File: src/rtl/hex_rb_pkg.sv
package hex_rb_pkg;
  localparam int NIB_W = 4;
  localparam int SEG_W = 7;
  typedef logic [SEG_W-1:0] seg_t;
  localparam seg_t SEG_DARK = '1;
endpackage

File: src/rtl/hex_glyph_dec.sv
module hex_glyph_dec
  import hex_rb_pkg::*;
(
  input  logic [NIB_W-1:0] nib_i,
  output seg_t             seg_no
);
  seg_t lit;  // active-high, a..g = bit 6..0

  always_comb begin
    unique case (nib_i)
      4'h0: lit = 7'b1111110;
      4'h1: lit = 7'b0110000;
      4'h2: lit = 7'b1101101;
      4'h3: lit = 7'b1111001;
      4'h4: lit = 7'b0110011;
      4'h5: lit = 7'b1011011;
      4'h6: lit = 7'b1011111;
      4'h7: lit = 7'b1110000;
      4'h8: lit = 7'b1111111;
      4'h9: lit = 7'b1111011;
      4'ha: lit = 7'b1110111;
      4'hb: lit = 7'b0011111;
      4'hc: lit = 7'b1001110;
      4'hd: lit = 7'b0111101;
      4'he: lit = 7'b1001111;
      default: lit = 7'b1000111;
    endcase
  end

  assign seg_no = ~lit;


  always_comb begin
    glyph_lit_chk: assert ($countones(~seg_no) >= 2)
      else $error("glyph lights fewer than two segments");
  end
endmodule

File: src/rtl/rb_zero_ctl.sv
module rb_zero_ctl
  import hex_rb_pkg::*;
(
  input  logic [NIB_W-1:0] nib_i,
  input  logic             blank_in_ni,
  output logic             blank_o,
  output logic             blank_out_no
);
  logic zero;

  assign zero         = ~|nib_i;
  assign blank_o      = zero & ~blank_in_ni;
  assign blank_out_no = ~blank_o;
endmodule

File: src/rtl/hex_rb_cell.sv
module hex_rb_cell
  import hex_rb_pkg::*;
(
  input  logic [NIB_W-1:0] nib_i,
  input  logic             blank_in_ni,
  output seg_t             seg_no,
  output logic             blank_out_no
);
  seg_t glyph;
  logic blank;

  hex_glyph_dec u_dec (
    .nib_i  (nib_i),
    .seg_no (glyph)
  );

  rb_zero_ctl u_ctl (
    .nib_i        (nib_i),
    .blank_in_ni  (blank_in_ni),
    .blank_o      (blank),
    .blank_out_no (blank_out_no)
  );

  assign seg_no = blank ? SEG_DARK : glyph;

  always_comb begin

    if (nib_i == '0 && !blank_in_ni)
      blank_zero_chk: assert (seg_no == SEG_DARK)
        else $error("suppressed zero not dark");

    ripple_dark_chk: assert (blank_out_no || seg_no == SEG_DARK)
      else $error("ripple asserted on a lit digit");

    if (nib_i != '0)
      nonzero_shown_chk: assert (seg_no != SEG_DARK && blank_out_no)
        else $error("nonzero digit blanked");

    if (blank_in_ni)
      enable_off_chk: assert (seg_no != SEG_DARK && blank_out_no)
        else $error("digit blanked without enable");
  end
endmodule

File: src/rtl/hex_rb_display.sv
module hex_rb_display
  import hex_rb_pkg::*;
#(
  parameter int DIGITS = 4,
  localparam int DIG_BUS = DIGITS * NIB_W,
  localparam int SEG_BUS = DIGITS * SEG_W
) (
  input  logic [DIG_BUS-1:0] digits_i,
  input  logic               blank_in_ni,
  output logic [SEG_BUS-1:0] seg_no,
  output logic [DIGITS-1:0]  blank_out_no
);
  logic [DIGITS-1:0] en_n;

  for (genvar k = 0; k < DIGITS; k++) begin : g_dig
    if (k == 0) begin : g_lsd
      assign en_n[k] = 1'b1;  // keep a lone "0" visible
    end else if (k == DIGITS - 1) begin : g_msd
      assign en_n[k] = blank_in_ni;
    end else begin : g_mid
      assign en_n[k] = blank_out_no[k+1];
    end

    hex_rb_cell u_cell (
      .nib_i        (digits_i[k*NIB_W +: NIB_W]),
      .blank_in_ni  (en_n[k]),
      .seg_no       (seg_no[k*SEG_W +: SEG_W]),
      .blank_out_no (blank_out_no[k])
    );
  end


  always_comb begin
    lsd_visible_chk: assert (blank_out_no[0] && seg_no[SEG_W-1:0] != SEG_DARK)
      else $error("least significant digit blanked");
  end
endmodule

File: config.mk
export PLATFORM = sky130hd
export DESIGN_NAME = hex_rb_display
export DESIGN_NICKNAME = d
export VERILOG_FILES = /design/src/rtl/hex_rb_pkg.sv /design/src/rtl/hex_glyph_dec.sv /design/src/rtl/rb_zero_ctl.sv /design/src/rtl/hex_rb_cell.sv /design/src/rtl/hex_rb_display.sv
export SDC_FILE = /design/constraint.sdc
export NUM_CORES = 1
export LEC_CHECK = 0
export ABC_AREA = 1
export CAP_MARGIN = 40
export CORE_MARGIN = 3
export CORE_UTILIZATION = 60
export DETAILED_ROUTE_END_ITERATION = 8
export DONT_BUFFER_PORTS = 1
export GPL_ROUTABILITY_DRIVEN = 0
export PLACE_DENSITY = 0.87
export RECOVER_POWER = 50
export SETUP_SLACK_MARGIN = 0.1
export SLEW_MARGIN = 25
export SYNTH_ARGS = -nofsm -noshare
export SYNTH_HDL_FRONTEND = slang
export SYNTH_SLANG_ARGS = --single-unit
File: constraint.sdc
create_clock -name vclk -period 1.3
set_input_delay 0.26 -clock vclk [all_inputs]
set_output_delay 0.26 -clock vclk [all_outputs]
set_load 0.03 [all_outputs]
==> results of run 1 <==
[metrics by stage]
stage / hold slack, ns / utilization, %
3_5_place_dp: 0.714 / 86.0
3_3_place_gp: 0.710 / 86.0
2_1_floorplan: 0.730 / -
[kinds of logic after synthesis]
logic type / Yosys count / synth area share, %
other: 1 / 0.310
buffers and inverters: 38 / 16.7
AOI/OAI and AO/OA: 21 / 9.09
adders and majority gates: 24 / 24.8
and+or+nand+nor: 127 / 49.1
[Yosys cell counts]
master     n
ha_1      24
buf_4      6
inv_1     22
conb_1     1
inv_2      2
nor2_8     1
nand2_4    4
o22ai_1    2
buf_2      2
nor2_4     1
or2_2      1
nand3_1   38
clkinv_4   2
a21oi_1    5
o211ai_1   1
inv_4      1
o21ai_0   13
nand3_4    1
buf_6      3
nor2_1    20
nand2_1   61
==> results_dict.tcl, run 1 <==
set metrics [dict create \
    yosysTopAreaCell "ha_1" \
    placed_area_sq_um 1570 \
    yosys-top-cells-area "ha_1 25%, nand2_1 19%, nand3_1 16%" \
    ys_seq_area_share_pct 0 \
    error "[ERROR DPL-0038] Utilization greater than 100%, impossible to legalize" \
    synth_nets 252 \
    failed_stage "clock tree synthesis" \
    dp_slack_ns -0.0433 \
    holdBufCountCts 0 \
    cts_resized 96 \
    postCtsSetupBuffers 2 \
    port_buffers 0 \
    ios 49 \
    status "stopped before the end" \
    syn_area_per_cell_sq_um 5.74 \
    synth_area_sq_um 1210 \
    die_y_microns 50.9 \
    syn_inst 211 \
    num_rows 15 \
    ys_warn_count 0 \
    ys_types 21 \
    dpl.hpwl_microns 2790 \
    place_inst 245 \
    die_x_microns 50.9 \
    initial_core_util_pct 66.5 \
    synth_top_area_share_pct 24.8 \
]
==> run 2: changes to the inputs <==
- CORE_AREA: unset -> 3 3 64 66
- CORE_MARGIN: 3 -> unset
- CORE_UTILIZATION: 60 -> unset
- DIE_AREA: unset -> 0 0 67 69
- PLACE_DENSITY: 0.87 -> unset
- PLACE_DENSITY_LB_ADDON: unset -> 0.15
- SETUP_SLACK_MARGIN: 0.1 -> unset
- clock period: 1.3 -> 1.7 ns (I/O delays scaled with it)
==> run 2 against run 1 <==
The flow now finishes without violations. Synthesized cell count did not move. Area after synthesis did not move.
==> results_dict.tcl, run 2 <==
set metrics [dict create \
    synth_nets 252 \
    grt_pass1_vias 1090 \
    die_y_microns 69 \
    syn_to_final_growth_pct 17.8 \
    vias_per_cell 4.71 \
    routed_wl_microns 2840 \
    min_path_cells 3 \
    ios 49 \
    die_area_sq_um 4620 \
    powerDensity_nw_per_um2 292 \
    synth_top_area_share_pct 24.8 \
    slowest_stage "ha_2" \
    cp-end-kind "primary output" \
    peakVddDrop_mv 0.0997 \
    ant_nets 0 \
    postCtsSetupBuffers 0 \
    clkbuf_count 0 \
    stdcell_area_sq_um 1430 \
    drv_slew 0 \
    post-route-util_pct 39.3 \
    ys_types 21 \
    min_period_ns 1.60 \
    fin_crit_sh_pct 94.4 \
    dp_slack_ns 0.0384 \
    path_class "in2out" \
    grt_max_degree 14 \
    syn_inst 211 \
    port_buffers 0 \
    dr.pass1.iters 4 \
    min_path_type "in2out" \
    path_delay_family "buffers and inverters" \
    crit_chain "inv_1 > ha_2 > nand2_4 > nor2_8 > inv_2 > nand3_1 > clkbuf_4" \
    synth_area_sq_um 1210 \
    yosysTopAreaCell "ha_1" \
    cp_max_fo 8 \
    die_x_microns 67 \
    num_rows 22 \
    tns_ns 0 \
    final_common_cell "nand2_1" \
    fin_ws_ns 0.0952 \
    placed_area_sq_um 1440 \
    grt_overflow 0 \
    p_leak_nw 0.863 \
    start_kind "input pin" \
    ys_warn_count 0 \
    status "finished clean" \
    yosys-top-cells-area "ha_1 25%, nand2_1 19%, nand3_1 16%" \
    holdBufCountCts 0 \
    crit_arrival_ns 1.26 \
    power_w 0.000417 \
    seq_area_sq_um 0 \
    fill_cells 427 \
    wire_per_inst_microns 10.3 \
    max_freq_mhz 623 \
    grt_setup_unrepaired "false" \
    initial_core_util_pct 33.3 \
    setup_viol 0 \
    worstPathRequired_ns 1.36 \
    crit_buf_inv 3 \
    globalRouteTotalUtil_pct 11.4 \
    ys_seq_area_share_pct 0 \
    yosysMostFrequentCell "nand2_1" \
    nNetsFinal 270 \
    layout-drive-gt1-share_pct 18.9 \
    antenna_found_initial 0 \
    syn_area_per_cell_sq_um 5.74 \
    design.seq.count 0 \
    cap_violations 0 \
    finalHoldViolCount 0 \
    synth_common_cells "61 x nand2_1, 38 x nand3_1, 24 x ha_1" \
    dr.first_iter.drc_count 77 \
    mostFrequentLayoutCells "61 x nand2_1, 38 x nand3_1, 23 x ha_1, 21 x inv_1, 19 x nor2_1" \
    cp.depth 7 \
    antenna_cells 0 \
    vias 1296 \
    dpl.hpwl_microns 2290 \
    remaining_drc_errors 0 \
    max_stage_delay_ns 0.21 \
    grt_pass1_wl_microns 4650 \
    core_sq_um 3630 \
]
-- run 2: cell counts after synthesis --
Identical to the previous run, type by type.
-- run 2: cell type report --
cell class / instances / area, sq um / share of cell area, %
Multi-Input combinational cell: 173 / 1010 / 71.1
Timing Repair Buffer: 27 / 235 / 16.5
Inverter: 27 / 118 / 8.25
Tap cell: 48 / 60.1 / 4.21
-- run 2: power breakdown --
part	switching [W]	internal, W
clock	0	0
sequential	0	0
combinational	0.000268	0.000149
-- run 2: final timing paths --
path                    startpoint          to  slack, ns
worst max-delay path  digits_i[13]  seg_no[26]        0.1
worst min-delay path   digits_i[7]  seg_no[12]       0.92
-- run 2: cells by family after synthesis --
| kind of cell | Yosys count | share of synthesized area [%] |
|---|---|---|
| AO/OA/AOI/OAI | 21 | 9.09 |
| adder cells (fa/ha/maj) | 24 | 24.8 |
| buffers and inverters | 38 | 16.7 |
| other | 1 | 0.310 |
| AND/OR/NAND/NOR | 127 | 49.1 |
-- run 2: timing repair --
action / CTS / global route
gates resized for setup: 0 / 3
hold endpoints to repair: 0 / 0
setup endpoints to repair: 0 / 8
-- run 2: through the flow --
step / hold WS (ns) / cells
3_3_place_gp: 0.922 / 275
3_5_place_dp: 0.920 / 275
4_1_cts: 0.923 / 275
6_report: 0.924 / 275
2_1_floorplan: 0.915 / 211
5_1_grt: 0.951 / 275
-- run 2: metal layers --
metal	share of wire, %	global-route usage [%]
met1	47	15.5
met2	45	20.2
met3	7.4	0.977
met4	0	0
met5	0	0
(Power assumes the default switching activity.)
==> run 3: changes to the inputs <==
- CORE_AREA: 3 3 64 66 -> unset
- CORE_MARGIN: unset -> 3
- CORE_UTILIZATION: unset -> 40
- DIE_AREA: 0 0 67 69 -> unset
- SYNTH_HIERARCHICAL: unset -> 1
==> run 3 against run 2 <==
Clock-buffer cell count unchanged. Combinational power down 2%. Sequential share of layout area unchanged. Die area down 4.6%. Worst setup slack worse by 0.032 ns. Synthesized cell count up 37%. Largest cell class unchanged.
==> results_dict.tcl, run 3 <==
set metrics [dict create \
    status "finished clean" \
    yosysTopAreaCell "nand2_1" \
    dr.pass1.iters 4 \
    setup_viol 0 \
    vias 1467 \
    fill_cells 397 \
    core_sq_um 3420 \
    syn_to_final_growth_pct 7.54 \
    seq_area_sq_um 0 \
    globalRouteTotalUtil_pct 14.3 \
    grt_max_degree 11 \
    grt_pass1_vias 1331 \
    antenna_cells 0 \
    yosys-top-cells-area "nand2_1 29%, ha_1 21%, inv_1 13%" \
    ant_nets 0 \
    dp_slack_ns -0.00242 \
    cap_violations 0 \
    clkbuf_count 0 \
    drv_slew 0 \
    wire_per_inst_microns 9.20 \
    crit_chain "nor2_4 > nand3_4 > nor2_4 > nand3_4 > nor2_2 > nand2_1 > nor2_2 > inv_4 > nand2_4" \
    ys_warn_count 6 \
    holdBufCountCts 0 \
    fin_ws_ns 0.0633 \
    dr_wl_met3_microns 206 \
    finalHoldViolCount 0 \
    synth_common_cells "112 x nand2_1, 52 x inv_1, 32 x nand3_1" \
    vias_per_cell 4.45 \
    grt_setup_unrepaired "true" \
    dr_wl_met2_microns 1360 \
    min_to "seg_no[11]" \
    ys_types 13 \
    nNetsFinal 327 \
    synth_area_sq_um 1460 \
    dr.first_iter.drc_count 69 \
    synth_nets 330 \
    synth_top_area_share_pct 28.8 \
    post-route-util_pct 46.0 \
    max_freq_mhz 611 \
    ys_seq_area_share_pct 0 \
    p_leak_nw 0.995 \
    grt_pass1_wl_microns 5380 \
    path_class "in2out" \
    maxUsedRoutingLayer "met3" \
    initial_core_util_pct 42.7 \
    final_common_cell "nand2_1" \
    max_stage_delay_ns 0.13 \
    die_y_microns 66.4 \
    mostFrequentLayoutCells "106 x nand2_1, 53 x inv_1, 30 x nand3_1, 24 x ha_1" \
    die_area_sq_um 4410 \
    design.seq.count 0 \
    yosysMostFrequentCell "nand2_1" \
    grt_overflow 0 \
    syn_inst 289 \
    cp-end-kind "primary output" \
    antenna_found_initial 0 \
    worstPathRequired_ns 1.36 \
    layout-drive-gt1-share_pct 16.5 \
    powerDensity_nw_per_um2 260 \
    peakVddDrop_mv 0.103 \
    crit_arrival_ns 1.30 \
    remaining_drc_errors 0 \
    min_path_cells 3 \
    postCtsSetupBuffers 0 \
    min-delay-start "digits_i[7]" \
    crit_buf_inv 1 \
    syn_area_per_cell_sq_um 5.05 \
    slowest_stage "nand2_4" \
    num_rows 21 \
    min_period_ns 1.64 \
    die_x_microns 66.4 \
    min_path_type "in2out" \
    start_kind "input pin" \
    ios 49 \
    multi_input_area_sq_um 1230 \
    fin_crit_sh_pct 96.3 \
    met1_length_microns 1470 \
    cp_max_fo 7 \
    routed_wl_microns 3040 \
    port_buffers 0 \
    path_delay_family "simple AND/OR/NAND/NOR gates" \
    dpl.hpwl_microns 2540 \
]
-- run 3: cell types whose count changed after synthesis, moves of 8 or more --
cell / delta
inv_1: +30
nand2_2: +16
nand2_1: +51
o21ai_0: -13
o21ai_1: +8
-- run 3: layout make-up --
type               count  share of cell area [%]
inverters             64                    16.7
repair buffers         3                    1.43
multi-input cells    217                    78.2
well taps             46                    3.67
-- run 3: through the flow --
stage | instances | cell area (sq um) | power, W | TNS [ns] | hold WS, ns
global placement | 330 | 1570 | 0.000412 | 0 | 0.900
detailed placement | 330 | 1570 | 0.000411 | -0.00242 | 0.905
finish | 330 | 1570 | 0.000408 | 0 | 0.904
floorplan | 289 | 1560 | 0.000409 | -0.596 | 0.806
CTS | 330 | 1570 | 0.000412 | 0 | 0.905
global route | 330 | 1570 | 0.000458 | -0.0100 | 0.930
-- run 3: repair_timing --
item                                    4_1_cts  5_1_grt
endpoints found under the hold margin         0        0
endpoints found under the setup margin        1        5
resized for setup                             2        0
-- run 3: how the worst max path moves through the flow --
stage                           start    endpoint  slack (ns)  cells past startpoint
after global routing      blank_in_ni  seg_no[10]      -0.007                      9
after global placement    blank_in_ni  seg_no[10]        0.03                      9
final                     blank_in_ni  seg_no[10]        0.06                      9
after floorplan           blank_in_ni  seg_no[10]       -0.09                      9
after detailed placement  blank_in_ni  seg_no[10]      -0.002                      9
after CTS                 blank_in_ni  seg_no[10]        0.04                      9
-- run 3: cells by family after synthesis --
logic type | after synthesis | share of synthesized area (%)
AO/OA/AOI/OAI | 8 | 2.74
AND/OR/NAND/NOR | 184 | 53.5
buffers and inverters | 72 | 23.0
adder cells (fa/ha/maj) | 24 | 20.6
other | 1 | 0.257
-- run 3: where the power goes --
group,switching (W),internal (W),leakage (nW)
Sequential,0,0,0
Combinational,0.000295,0.000113,0.995
Clock,0,0,0
-- run 3: per-layer routing --
metal	vias to the layer above	GRT usage (%)
li1	837	-
met1	595	18.0
met2	35	26.9
met3	0	2.21
met4	0	0
met5	-	0
-- run 3: worst min-delay path: cells and delay by family --
kind / cells / cell delay [ns]
compound gates: 1 / 0.05
simple gates: 1 / 0.09
buf+inv: 1 / 0.08
==> run 4: changes to the inputs <==
- CAP_MARGIN: 40 -> 30
- CORE_MARGIN: 3 -> 10
==> run 4 against run 3 <==
Worst setup slack improved by 0.016 ns. Hold slack got worse by 0.0053 ns. Core utilization shrank 0.28 points. Final cell count unchanged. Die area up 47%. Total power up 0.74%. Sequential share of layout area unchanged. Via count rose by 1.5%. Cell area increased by 0.16%. Combinational power hardly changed. Critical endpoint unchanged. Largest cell class unchanged. Highest routed layer unchanged.
==> results_dict.tcl, run 4 (same netlist as run 3, synthesis figures left out) <==
set metrics [dict create \
    p_leak_nw 0.996 \
    seq_area_sq_um 0 \
    vias 1489 \
    ios 49 \
    wire_per_inst_microns 10.3 \
    seqPwrFrac_pct 0 \
    die_x_microns 80.4 \
    start_kind "input pin" \
    grt_pass1_vias 1296 \
    dr.first_iter.drc_count 34 \
    powerDensity_nw_per_um2 261 \
    port_buffers 0 \
    cap_violations 0 \
    status "finished clean" \
    tns_ns 0 \
    ant_nets 0 \
    p_clk_share_pct 0 \
    syn_to_final_growth_pct 7.71 \
    swShare_pct 72.5 \
    setup_viol 0 \
    finalHoldViolCount 0 \
    path_class "in2out" \
    dp_slack_ns 0.0183 \
    num_rows 21 \
    vias_per_cell 4.51 \
    crit_arrival_ns 1.28 \
    grt_setup_unrepaired "true" \
    mostFrequentLayoutCells "105 x nand2_1, 53 x inv_1, 30 x nand3_1, 24 x ha_1, 16 x nand2_2" \
    die_y_microns 80.4 \
    layout-drive-gt1-share_pct 16.9 \
    clkbuf_count 0 \
    antenna_found_initial 0 \
    drv_slew 0 \
    nNetsFinal 327 \
    intPower_w 0.000113 \
    initial_core_util_pct 42.4 \
    antenna_cells 0 \
    routed_wl_microns 3400 \
    remaining_drc_errors 0 \
    grt_pass1_wl_microns 5880 \
    dpl.hpwl_microns 2890 \
    crit_start "blank_in_ni" \
    grt_overflow 0 \
    grt_max_degree 11 \
    cp-end-kind "primary output" \
    dr.pass1.iters 4 \
    worstPathRequired_ns 1.36 \
    min-delay-start "digits_i[7]" \
    peakVddDrop_mv 0.117 \
    final_common_cell "nand2_1" \
    die_area_sq_um 6470 \
    fin_ws_ns 0.0798 \
    globalRouteTotalUtil_pct 10.1 \
    power_frac_comb_pct 100.0 \
    p_sw_w 0.000298 \
    fin_crit_sh_pct 95.3 \
    min_period_ns 1.62 \
    max_freq_mhz 617 \
    design.seq.count 0 \
    core_sq_um 3440 \
    cp_max_fo 7 \
    min_path_type "in2out" \
]
## run 4: through the flow
step	total power, W	area [sq um]	hold slack [ns]	instances	util (%)
global placement	0.000416	1570	0.903	330	45.5
finish	0.000411	1570	0.899	330	45.7
detailed placement	0.000416	1570	0.903	330	45.5
floorplan	0.000409	1560	0.806	289	-
global route	0.000463	1570	0.910	330	45.7
CTS	0.000417	1570	0.903	330	45.5
## run 4: timing repair
| item | in CTS | in global routing |
|---|---|---|
| hold buffers | 0 | 0 |
| gates resized for setup | 0 | 2 |
| endpoints found under the setup margin | 0 | 7 |
| buffers inserted | 0 | 0 |
## run 4: per-layer routing
layer  global-route usage, %  share of wire (%)  routed length, microns  vias to the layer above
met2                    17.6                 44                    1510                       36
met4                       0                  0                       0                        0
met3                    2.56                9.2                     312                        0
met1                    12.8                 47                    1580                      619
met5                       0                  0                       0                        -
li1                        -                  -                       -                      834
## run 4: area by class of cell
| class | count | area (sq um) |
|---|---|---|
| fill | 406 | 1870 |
| timing repair buffer | 3 | 22.5 |
| tap | 46 | 57.6 |
| multi-input combinational | 217 | 1230 |
| inverter | 64 | 263 |
## run 4: final timing paths
check / depth (start not counted) / slack [ns] / end
setup / recovery: 9 / 0.08 / seg_no[10]
hold / removal: 3 / 0.90 / seg_no[11]
## run 4: power groups by stage
stage               sequential, W  clock (W)  combinational (W)
global route                    0          0           0.000463
global placement                0          0           0.000416
finish                          0          0           0.000411
detailed placement              0          0           0.000416
floorplan                       0          0           0.000409
CTS                             0          0           0.000417
## run 4: critical path, stage by stage
cell and delay, ns:
nor2_4 0.11, nand3_4 0.09, nor2_4 0.11, nand3_4 0.08, nor2_2 0.11, nand2_1 0.07
nor2_2 0.12, inv_4 0.11, nand2_4 0.13
